## config.mk

```make
export PLATFORM = sky130hd
export DESIGN_NAME = spi_fe_regs
export DESIGN_NICKNAME = d
export VERILOG_FILES = /design/src/rtl/spi_fe_pkg.sv /design/src/rtl/spi_fe_txbuf.sv /design/src/rtl/spi_fe_rxbuf.sv /design/src/rtl/spi_fe_fault.sv /design/src/rtl/spi_fe_regs.sv
export SDC_FILE = /design/constraint.sdc
export NUM_CORES = 1
export LEC_CHECK = 0
export BUFFER_PORTS_ARGS = -buffer_cell sky130_fd_sc_hd__buf_2
export CAP_MARGIN = 0
export CORE_ASPECT_RATIO = 1.25
export CORE_UTILIZATION = 54
export DETAILED_ROUTE_END_ITERATION = 6
export HOLD_SLACK_MARGIN = 0.03
export PLACE_DENSITY = 0.79
export SLEW_MARGIN = 20
export SYNTH_ARGS = -nofsm -noshare
export SYNTH_HDL_FRONTEND = slang
export SYNTH_SLANG_ARGS = --single-unit
```

## constraint.sdc

```tcl
create_clock -name clk -period 1.7 [get_ports clk]
set_input_delay 0.085 -clock clk [delete_from_list [all_inputs] [get_ports clk]]
set_output_delay 0.085 -clock clk [all_outputs]
set_load 0.005 [all_outputs]
```

## src/rtl/spi_fe_pkg.sv

```systemverilog
package spi_fe_pkg;
   typedef enum logic [1:0] {
      SEL_STAT = 2'd0,
      SEL_DATA = 2'd1,
      SEL_CTRL = 2'd2,
      SEL_NONE = 2'd3
   } reg_sel_e;

   localparam int RXF_POS  = 7;
   localparam int TXE_POS  = 5;
   localparam int MODF_POS = 4;
endpackage

```

## src/rtl/spi_fe_txbuf.sv

```systemverilog
module spi_fe_txbuf #(
   parameter int DW = 8
) (
   input  logic          clk,
   input  logic          rst_n,
   input  logic          rd_stat,
   input  logic          wr_data,
   input  logic [DW-1:0] wdata,
   input  logic          eng_start,
   input  logic          eng_done,
   input  logic          drop,
   input  logic          master,
   output logic          txe,
   output logic [DW-1:0] hold,
   output logic          master_go
);
   logic arm;
   logic busy;
   logic accept;
   logic consume;

   assign accept  = wr_data && arm && txe;
   assign consume = eng_start && !txe;

   always_ff @(posedge clk or negedge rst_n) begin
      if (!rst_n) begin
         arm <= 1'b0;
      end else if (rd_stat && txe) begin
         arm <= 1'b1;
      end else if (wr_data) begin
         arm <= 1'b0;
      end
   end

   always_ff @(posedge clk or negedge rst_n) begin
      if (!rst_n) begin
         txe  <= 1'b1;
         hold <= '0;
      end else if (drop) begin
         txe <= 1'b1;
      end else if (accept) begin
         txe  <= 1'b0;
         hold <= wdata;
      end else if (consume) begin
         txe <= 1'b1;
      end
   end

   always_ff @(posedge clk or negedge rst_n) begin
      if (!rst_n) begin
         busy <= 1'b0;
      end else if (eng_start) begin
         busy <= 1'b1;
      end else if (eng_done) begin
         busy <= 1'b0;
      end
   end

   assign master_go = master && !txe && !busy;

   a_r3_fell_needs_arm : assert property (@(posedge clk) disable iff (!rst_n)
      $fell(txe) |-> $past(wr_data && arm));
   a_r3_unarmed_ignored : assert property (@(posedge clk) disable iff (!rst_n)
      (wr_data && !arm) |=> $stable(hold));
   a_r4_start_empties : assert property (@(posedge clk) disable iff (!rst_n)
      (eng_start && !txe) |=> txe);
endmodule

```

## src/rtl/spi_fe_rxbuf.sv

```systemverilog
module spi_fe_rxbuf #(
   parameter int DW = 8
) (
   input  logic          clk,
   input  logic          rst_n,
   input  logic          rd_stat,
   input  logic          rd_data,
   input  logic          eng_start,
   input  logic          rx_valid,
   input  logic [DW-1:0] rx_byte,
   output logic          rxf,
   output logic [DW-1:0] dreg
);
   logic          arm;
   logic          pend_v;
   logic [DW-1:0] pend;
   logic          svc;

   logic          rxf_a, pv_a, pv_b;
   logic [DW-1:0] dreg_a;
   logic          rxf_n, pv_n;
   logic [DW-1:0] dreg_n, pend_n;

   assign svc = rd_data && arm && rxf;

   always_ff @(posedge clk or negedge rst_n) begin
      if (!rst_n) begin
         arm <= 1'b0;
      end else if (rd_stat && rxf) begin
         arm <= 1'b1;
      end else if (rd_data) begin
         arm <= 1'b0;
      end
   end

   always_comb begin
      rxf_a  = rxf;
      pv_a   = pend_v;
      dreg_a = dreg;
      if (svc) begin
         if (pend_v) begin
            dreg_a = pend;
            pv_a   = 1'b0;
         end else begin
            rxf_a = 1'b0;
         end
      end
      pv_b = pv_a && !eng_start;
      rxf_n  = rxf_a;
      pv_n   = pv_b;
      dreg_n = dreg_a;
      pend_n = pend;
      if (rx_valid) begin
         if (!rxf_a) begin
            dreg_n = rx_byte;
            rxf_n  = 1'b1;
         end else begin
            pend_n = rx_byte;
            pv_n   = 1'b1;
         end
      end
   end

   always_ff @(posedge clk or negedge rst_n) begin
      if (!rst_n) begin
         rxf    <= 1'b0;
         pend_v <= 1'b0;
         dreg   <= '0;
         pend   <= '0;
      end else begin
         rxf    <= rxf_n;
         pend_v <= pv_n;
         dreg   <= dreg_n;
         pend   <= pend_n;
      end
   end

   a_r6_direct_load : assert property (@(posedge clk) disable iff (!rst_n)
      (rx_valid && !rxf) |=> (rxf && dreg == $past(rx_byte)));
   a_r7_hold_pending : assert property (@(posedge clk) disable iff (!rst_n)
      (rx_valid && rxf && !svc) |=> ($stable(dreg) && pend_v));
   a_r9_start_kills : assert property (@(posedge clk) disable iff (!rst_n)
      (eng_start && pend_v && !svc && !rx_valid) |=> !pend_v);
   a_r10_clear_needs_arm : assert property (@(posedge clk) disable iff (!rst_n)
      $fell(rxf) |-> $past(rd_data && arm));
endmodule

```

## src/rtl/spi_fe_fault.sv

```systemverilog
module spi_fe_fault #(
   parameter int SYNC_STAGES = 2
) (
   input  logic clk,
   input  logic rst_n,
   input  logic ss_n,
   input  logic master,
   input  logic detect_en,
   input  logic rd_stat,
   input  logic wr_ctrl,
   output logic fault_evt,
   output logic modf
);
   logic ss_s;
   logic arm;

   generate
      if (SYNC_STAGES == 0) begin : g_direct
         assign ss_s = ss_n;
      end else begin : g_sync
         logic [SYNC_STAGES-1:0] chain;
         always_ff @(posedge clk or negedge rst_n) begin
            if (!rst_n) begin
               chain <= '1;
            end else begin
               chain <= {chain[SYNC_STAGES-2 >= 0 ? SYNC_STAGES-2 : 0 : 0], ss_n} >> 0;
            end
         end
         assign ss_s = chain[SYNC_STAGES-1];
      end
   endgenerate

   assign fault_evt = master && detect_en && !ss_s;

   always_ff @(posedge clk or negedge rst_n) begin
      if (!rst_n) begin
         arm <= 1'b0;
      end else if (rd_stat && modf) begin
         arm <= 1'b1;
      end else if (wr_ctrl) begin
         arm <= 1'b0;
      end
   end

   always_ff @(posedge clk or negedge rst_n) begin
      if (!rst_n) begin
         modf <= 1'b0;
      end else if (fault_evt) begin
         modf <= 1'b1;
      end else if (wr_ctrl && arm && modf) begin
         modf <= 1'b0;
      end
   end

   a_r11_fault_sets : assert property (@(posedge clk) disable iff (!rst_n)
      fault_evt |=> modf);
   a_r12_clear_needs_write : assert property (@(posedge clk) disable iff (!rst_n)
      $fell(modf) |-> $past(wr_ctrl && arm));
endmodule

```

## src/rtl/spi_fe_regs.sv

```systemverilog
module spi_fe_regs #(
   parameter int DW          = 8,
   parameter int SYNC_STAGES = 2,
   parameter int MASTER_BIT  = 0,
   parameter int DETECT_BIT  = 1
) (
   input  logic          clk,
   input  logic          rst_n,
   input  logic [1:0]    bus_sel,
   input  logic          bus_rd,
   input  logic          bus_wr,
   input  logic [DW-1:0] bus_wdata,
   output logic [DW-1:0] bus_rdata,
   input  logic          ss_n,
   input  logic          eng_start,
   input  logic          eng_done,
   input  logic          eng_rx_valid,
   input  logic [DW-1:0] eng_rx_byte,
   output logic          tx_valid,
   output logic [DW-1:0] tx_byte,
   output logic          master_go,
   output logic          master_mode
);
   import spi_fe_pkg::*;

   initial begin : p_param_check
      if (DW < 8) $fatal(1, "DW must be at least 8");
      if (MASTER_BIT >= DW || DETECT_BIT >= DW || MASTER_BIT == DETECT_BIT)
         $fatal(1, "control bit positions invalid");
      if (SYNC_STAGES < 0 || SYNC_STAGES > 4) $fatal(1, "SYNC_STAGES out of range");
   end

   reg_sel_e      sel;
   logic          rd_stat, rd_data, wr_data, wr_ctrl;
   logic [DW-1:0] ctrl;
   logic          fault_evt, modf, txe, rxf;
   logic [DW-1:0] hold, dreg, stat;

   assign sel     = reg_sel_e'(bus_sel);
   assign rd_stat = bus_rd && sel == SEL_STAT;
   assign rd_data = bus_rd && sel == SEL_DATA;
   assign wr_data = bus_wr && sel == SEL_DATA;
   assign wr_ctrl = bus_wr && sel == SEL_CTRL;

   always_ff @(posedge clk or negedge rst_n) begin
      if (!rst_n) begin
         ctrl <= '0;
      end else begin
         if (wr_ctrl) ctrl <= bus_wdata;
         if (fault_evt) ctrl[MASTER_BIT] <= 1'b0;
      end
   end

   spi_fe_fault #(.SYNC_STAGES(SYNC_STAGES)) u_fault (
      .clk(clk), .rst_n(rst_n), .ss_n(ss_n),
      .master(ctrl[MASTER_BIT]), .detect_en(ctrl[DETECT_BIT]),
      .rd_stat(rd_stat), .wr_ctrl(wr_ctrl),
      .fault_evt(fault_evt), .modf(modf)
   );

   spi_fe_txbuf #(.DW(DW)) u_tx (
      .clk(clk), .rst_n(rst_n), .rd_stat(rd_stat), .wr_data(wr_data),
      .wdata(bus_wdata), .eng_start(eng_start), .eng_done(eng_done),
      .drop(fault_evt), .master(ctrl[MASTER_BIT]),
      .txe(txe), .hold(hold), .master_go(master_go)
   );

   spi_fe_rxbuf #(.DW(DW)) u_rx (
      .clk(clk), .rst_n(rst_n), .rd_stat(rd_stat), .rd_data(rd_data),
      .eng_start(eng_start), .rx_valid(eng_rx_valid), .rx_byte(eng_rx_byte),
      .rxf(rxf), .dreg(dreg)
   );

   always_comb begin
      stat           = '0;
      stat[RXF_POS]  = rxf;
      stat[TXE_POS]  = txe;
      stat[MODF_POS] = modf;
   end

   always_comb begin
      unique case (sel)
         SEL_STAT: bus_rdata = stat;
         SEL_DATA: bus_rdata = dreg;
         SEL_CTRL: bus_rdata = ctrl;
         default:  bus_rdata = '0;
      endcase
   end

   assign tx_valid    = !txe;
   assign tx_byte     = hold;
   assign master_mode = ctrl[MASTER_BIT];

   a_r11_leave_master : assert property (@(posedge clk) disable iff (!rst_n)
      fault_evt |=> (!master_mode && !tx_valid));
   a_r5_go_needs_byte : assert property (@(posedge clk) disable iff (!rst_n)
      master_go |-> (tx_valid && master_mode));
endmodule

```

==> out/results.tsv <==
metric	value	unit
result of the run	complete, but fails checks	
failing checks	DRC	
Worst setup EP type	primary output	
worst path buffer plus inverter count	2	
static leakage	0.00128	uW
die outline width	57.4	um
core area	3570	sq um
Fillers	276	
number of non-filler instances in the completed layout	268	
Highest Clock Rate	0.651	GHz
global-route wire length before repair	7.82	mm
Post-synth top flop	sky130_fd_sc_hd__dfrtp_1	
clock buffers created by TritonCTS	5	
Worst slew margin	65.1	%
post-layout minimum cycle time	1.54	ns
net count reported at finish	254	
final number of max-transition violations	0	
VDD IR-drop max	615	uV
crit path DAT	1.45	ns
number of global-route vias before repair	1722	
number of ports placed on the die boundary	45	
ratio of total power to cell area	1100	nW/um^2
number of endpoints failing setup at the final stage	0	
input/output buffers	44	
Yosys reg bits	42	
post-synthesis cell area	2070	sq um
critical register-to-register path endpoint	u_rx.dreg[6]	
Overall Power	2740	uW
total via count after detailed routing	1562	
internal reg-to-reg setup slack	0.21	ns
count of final hold-check violations	0	
Syn. warnings	0	
clock tree from TritonCTS	done	
top cell types by occurrence after synthesis	sky130_fd_sc_hd__dfrtp_1 (39), sky130_fd_sc_hd__mux2_2 (23), sky130_fd_sc_hd__inv_1 (14), sky130_fd_sc_hd__mux2i_1 (11)	
GRT Resource Usage Total	25.2	%
Layout Utilization	69.7	%
library cell with the largest summed area after synthesis	sky130_fd_sc_hd__dfrtp_1	
critical path's slowest cell	sky130_fd_sc_hd__dfrtp_1	
number of synthesized flops with an enable pin	0	
vias per std cell	5.83	
largest incremental delay on the critical path	0.50	ns
sum of negative setup slack	0	ns
GP Congestion	0.808	
share of synthesized flip-flops with an asynchronous set or reset	100	%
DPL Wire Length	3.35	mm
tightest hold margin	0.0369	ns
post-synthesis cell count	174	
remaining number of nets flagged by the antenna check after routing	0	
vertical extent of the die	71.3	um
clock tree skew after final layout	0.00672	ns
max_cap viols	0	
sequence of cells on the critical path	buf_4 > mux2i_1 > o21ai_0 > buf_2	
delay-heaviest family, CP	flip-flops	
Std-Cell Rows	24	
crit-path max FO	9	
WL per Instance	16.9	um
DRT iter0 DRCs	68	
maximum buffer depth of the clock tree	2	
clk slew on worst S/H paths	0.08	ns
Req. time, crit path	1.62	ns
pin count of the biggest net entering global routing	23	
most frequent cell after synthesis	sky130_fd_sc_hd__dfrtp_1	
First-pass DRT Iterations	6	
Mapped Nets	200	
number of H-tree levels	2	
number of DRC violations after detailed routing	4	
total grt overflow	0	
clock network latency to the later pin of the worst-skew pair	0.30	ns
growth of design area from synthesis to finish	20.3	%
Hold Path Origin	bus_wdata[6]	
clock root buffer	sky130_fd_sc_hd__clkbuf_8	
startpoint of the worst-slack reg-to-reg timing path	u_rx.pend_v	
placed insts	253	
start point of the critical path	u_rx.rxf	
cell depth of the worst flop-to-flop path	3	
cell count of the worst hold path	2	
setup repair after global routing missed its margin	false	
share of layout cells above drive strength 1	38.4	%
CP startpoint kind	register	
DRT Wirelength	4.53	mm
fraction of synthesized cell area taken by the top area cell type	47.1	%
number of antenna violations at the first check in global routing	0	
cell types occupying the most area after synthesis	sky130_fd_sc_hd__dfrtp_1 (47%), sky130_fd_sc_hd__mux2_2 (13%), sky130_fd_sc_hd__mux2i_1 (5.3%)	
antenna diode instance count	0	
starting utilization of the core area	58.0	%
worst min-delay path category	input pin to register	
die area	4090	sq um
Distinct cells, synth	29	
mean area per synthesized cell	11.9	sq um
number of clock sinks	42	
hold path endpoint	u_tx.hold[6]	
total of cells resized after clock tree synthesis	0	
slew at the pin closest to its max-slew limit	0.522	ns
crit path kind	register to primary output	
final period utilization	90.3	%
sequential share of the synthesized area	50.9	%
[registers in the layout, indices dropped and copies added, names as in the netlist]
name / flops
u_tx.arm: 1
u_fault.arm: 1
u_tx.txe: 1
u_rx.rxf: 1
u_fault.modf: 1
u_rx.pend: 8
u_rx.pend_v: 1
u_rx.arm: 1
u_tx.hold: 8
u_fault.g_sync.chain: 2
u_rx.dreg: 8
u_tx.busy: 1
ctrl: 8
[area by class of cell]
type                            instances  area (sq um)  area share (%)
Sequential cell                        42          1050            42.3
Multi-Input combinational cell        109           901            36.1
Timing Repair Buffer                   56           340            13.7
Clock buffer                            6          82.6            3.31
Inverter                               14          52.6            2.11
Tap cell                               39          48.8            1.96
Clock inverter                          2          12.5           0.502
[worst max path at each step]
stage | to | slack [ns] | cells past startpoint
after global placement | u_rx.pend[3] | 0.33 | 2
after detailed placement | u_rx.pend[1] | 0.26 | 2
after global routing | bus_rdata[7] | 0.07 | 4
after CTS | bus_rdata[7] | 0.16 | 4
after floorplan | u_tx.hold[0] | 0.41 | 3
final | bus_rdata[7] | 0.16 | 4
[cells in the final DEF (no fill, tap or decap)]
| master | n |
|---|---|
| sky130_fd_sc_hd__a21oi_1 | 3 |
| sky130_fd_sc_hd__clkinvlp_4 | 1 |
| sky130_fd_sc_hd__nand3b_1 | 9 |
| sky130_fd_sc_hd__clkbuf_8 | 6 |
| sky130_fd_sc_hd__a311oi_1 | 8 |
| sky130_fd_sc_hd__nor3b_1 | 1 |
| sky130_fd_sc_hd__and3_1 | 1 |
| sky130_fd_sc_hd__buf_12 | 1 |
| sky130_fd_sc_hd__a21o_1 | 2 |
| sky130_fd_sc_hd__nand4b_4 | 1 |
| sky130_fd_sc_hd__nor2b_1 | 4 |
| sky130_fd_sc_hd__dfrtp_1 | 39 |
| sky130_fd_sc_hd__o21ai_0 | 10 |
| sky130_fd_sc_hd__inv_1 | 14 |
| sky130_fd_sc_hd__and2_1 | 1 |
| sky130_fd_sc_hd__nor2_1 | 9 |
| sky130_fd_sc_hd__dlygate4sd3_1 | 7 |
| sky130_fd_sc_hd__o211a_1 | 1 |
| sky130_fd_sc_hd__buf_2 | 44 |
| sky130_fd_sc_hd__o211ai_4 | 1 |
| sky130_fd_sc_hd__mux2i_1 | 11 |
| sky130_fd_sc_hd__dfstp_2 | 3 |
| sky130_fd_sc_hd__nand2_1 | 5 |
| sky130_fd_sc_hd__nand3b_2 | 1 |
| sky130_fd_sc_hd__buf_4 | 4 |
| sky130_fd_sc_hd__nand2b_1 | 10 |
| sky130_fd_sc_hd__o21ai_4 | 1 |
| sky130_fd_sc_hd__mux2_2 | 23 |
| sky130_fd_sc_hd__nand4_4 | 1 |
| sky130_fd_sc_hd__a31oi_1 | 1 |
| sky130_fd_sc_hd__a22o_1 | 5 |
| sky130_fd_sc_hd__clkinv_2 | 1 |
[kinds of logic (layout without fill, tap and decap cells)]
kind of cell / after synthesis / in the layout / synth area share [%]
compound gates: 32 / 32 / 12.0
buf+inv: 23 / 78 / 5.62
flops: 42 / 42 / 50.9
mux: 34 / 34 / 17.8
simple gates: 43 / 43 / 13.7
[power by group]
part	switching (uW)	internal (uW)	total [uW]	leakage, uW
logic	291	378	669	0.000739
clock network	345	326	672	0.0000472
registers	168	1230	1400	0.000492
[through the flow]
stage               setup WS [ns]  area, sq um
floorplan                   0.411         2070
global placement            0.331         2330
detailed placement          0.262         2330
CTS                         0.164         2490
global route               0.0721         2490
finish                      0.164         2490
[timing repair]
item | CTS | global route
buffers inserted | 0 | 0
hold buffers | 7 | 0
hold endpoints to repair | 26 | 0
[metal layers]
| layer | routed length [um] | share of wire [%] | global-route usage (%) | vias to the layer above |
|---|---|---|---|---|
| met3 | 237 | 5.2 | 5.96 | 22 |
| met2 | 2400 | 53 | 45.2 | 64 |
| met4 | 181 | 4.0 | 13.8 | 0 |
| met5 | 0 | 0 | 0 | - |
| met1 | 1720 | 38 | 26.9 | 759 |
| li1 | - | - | - | 717 |
Power figures use the tool's default switching activity.
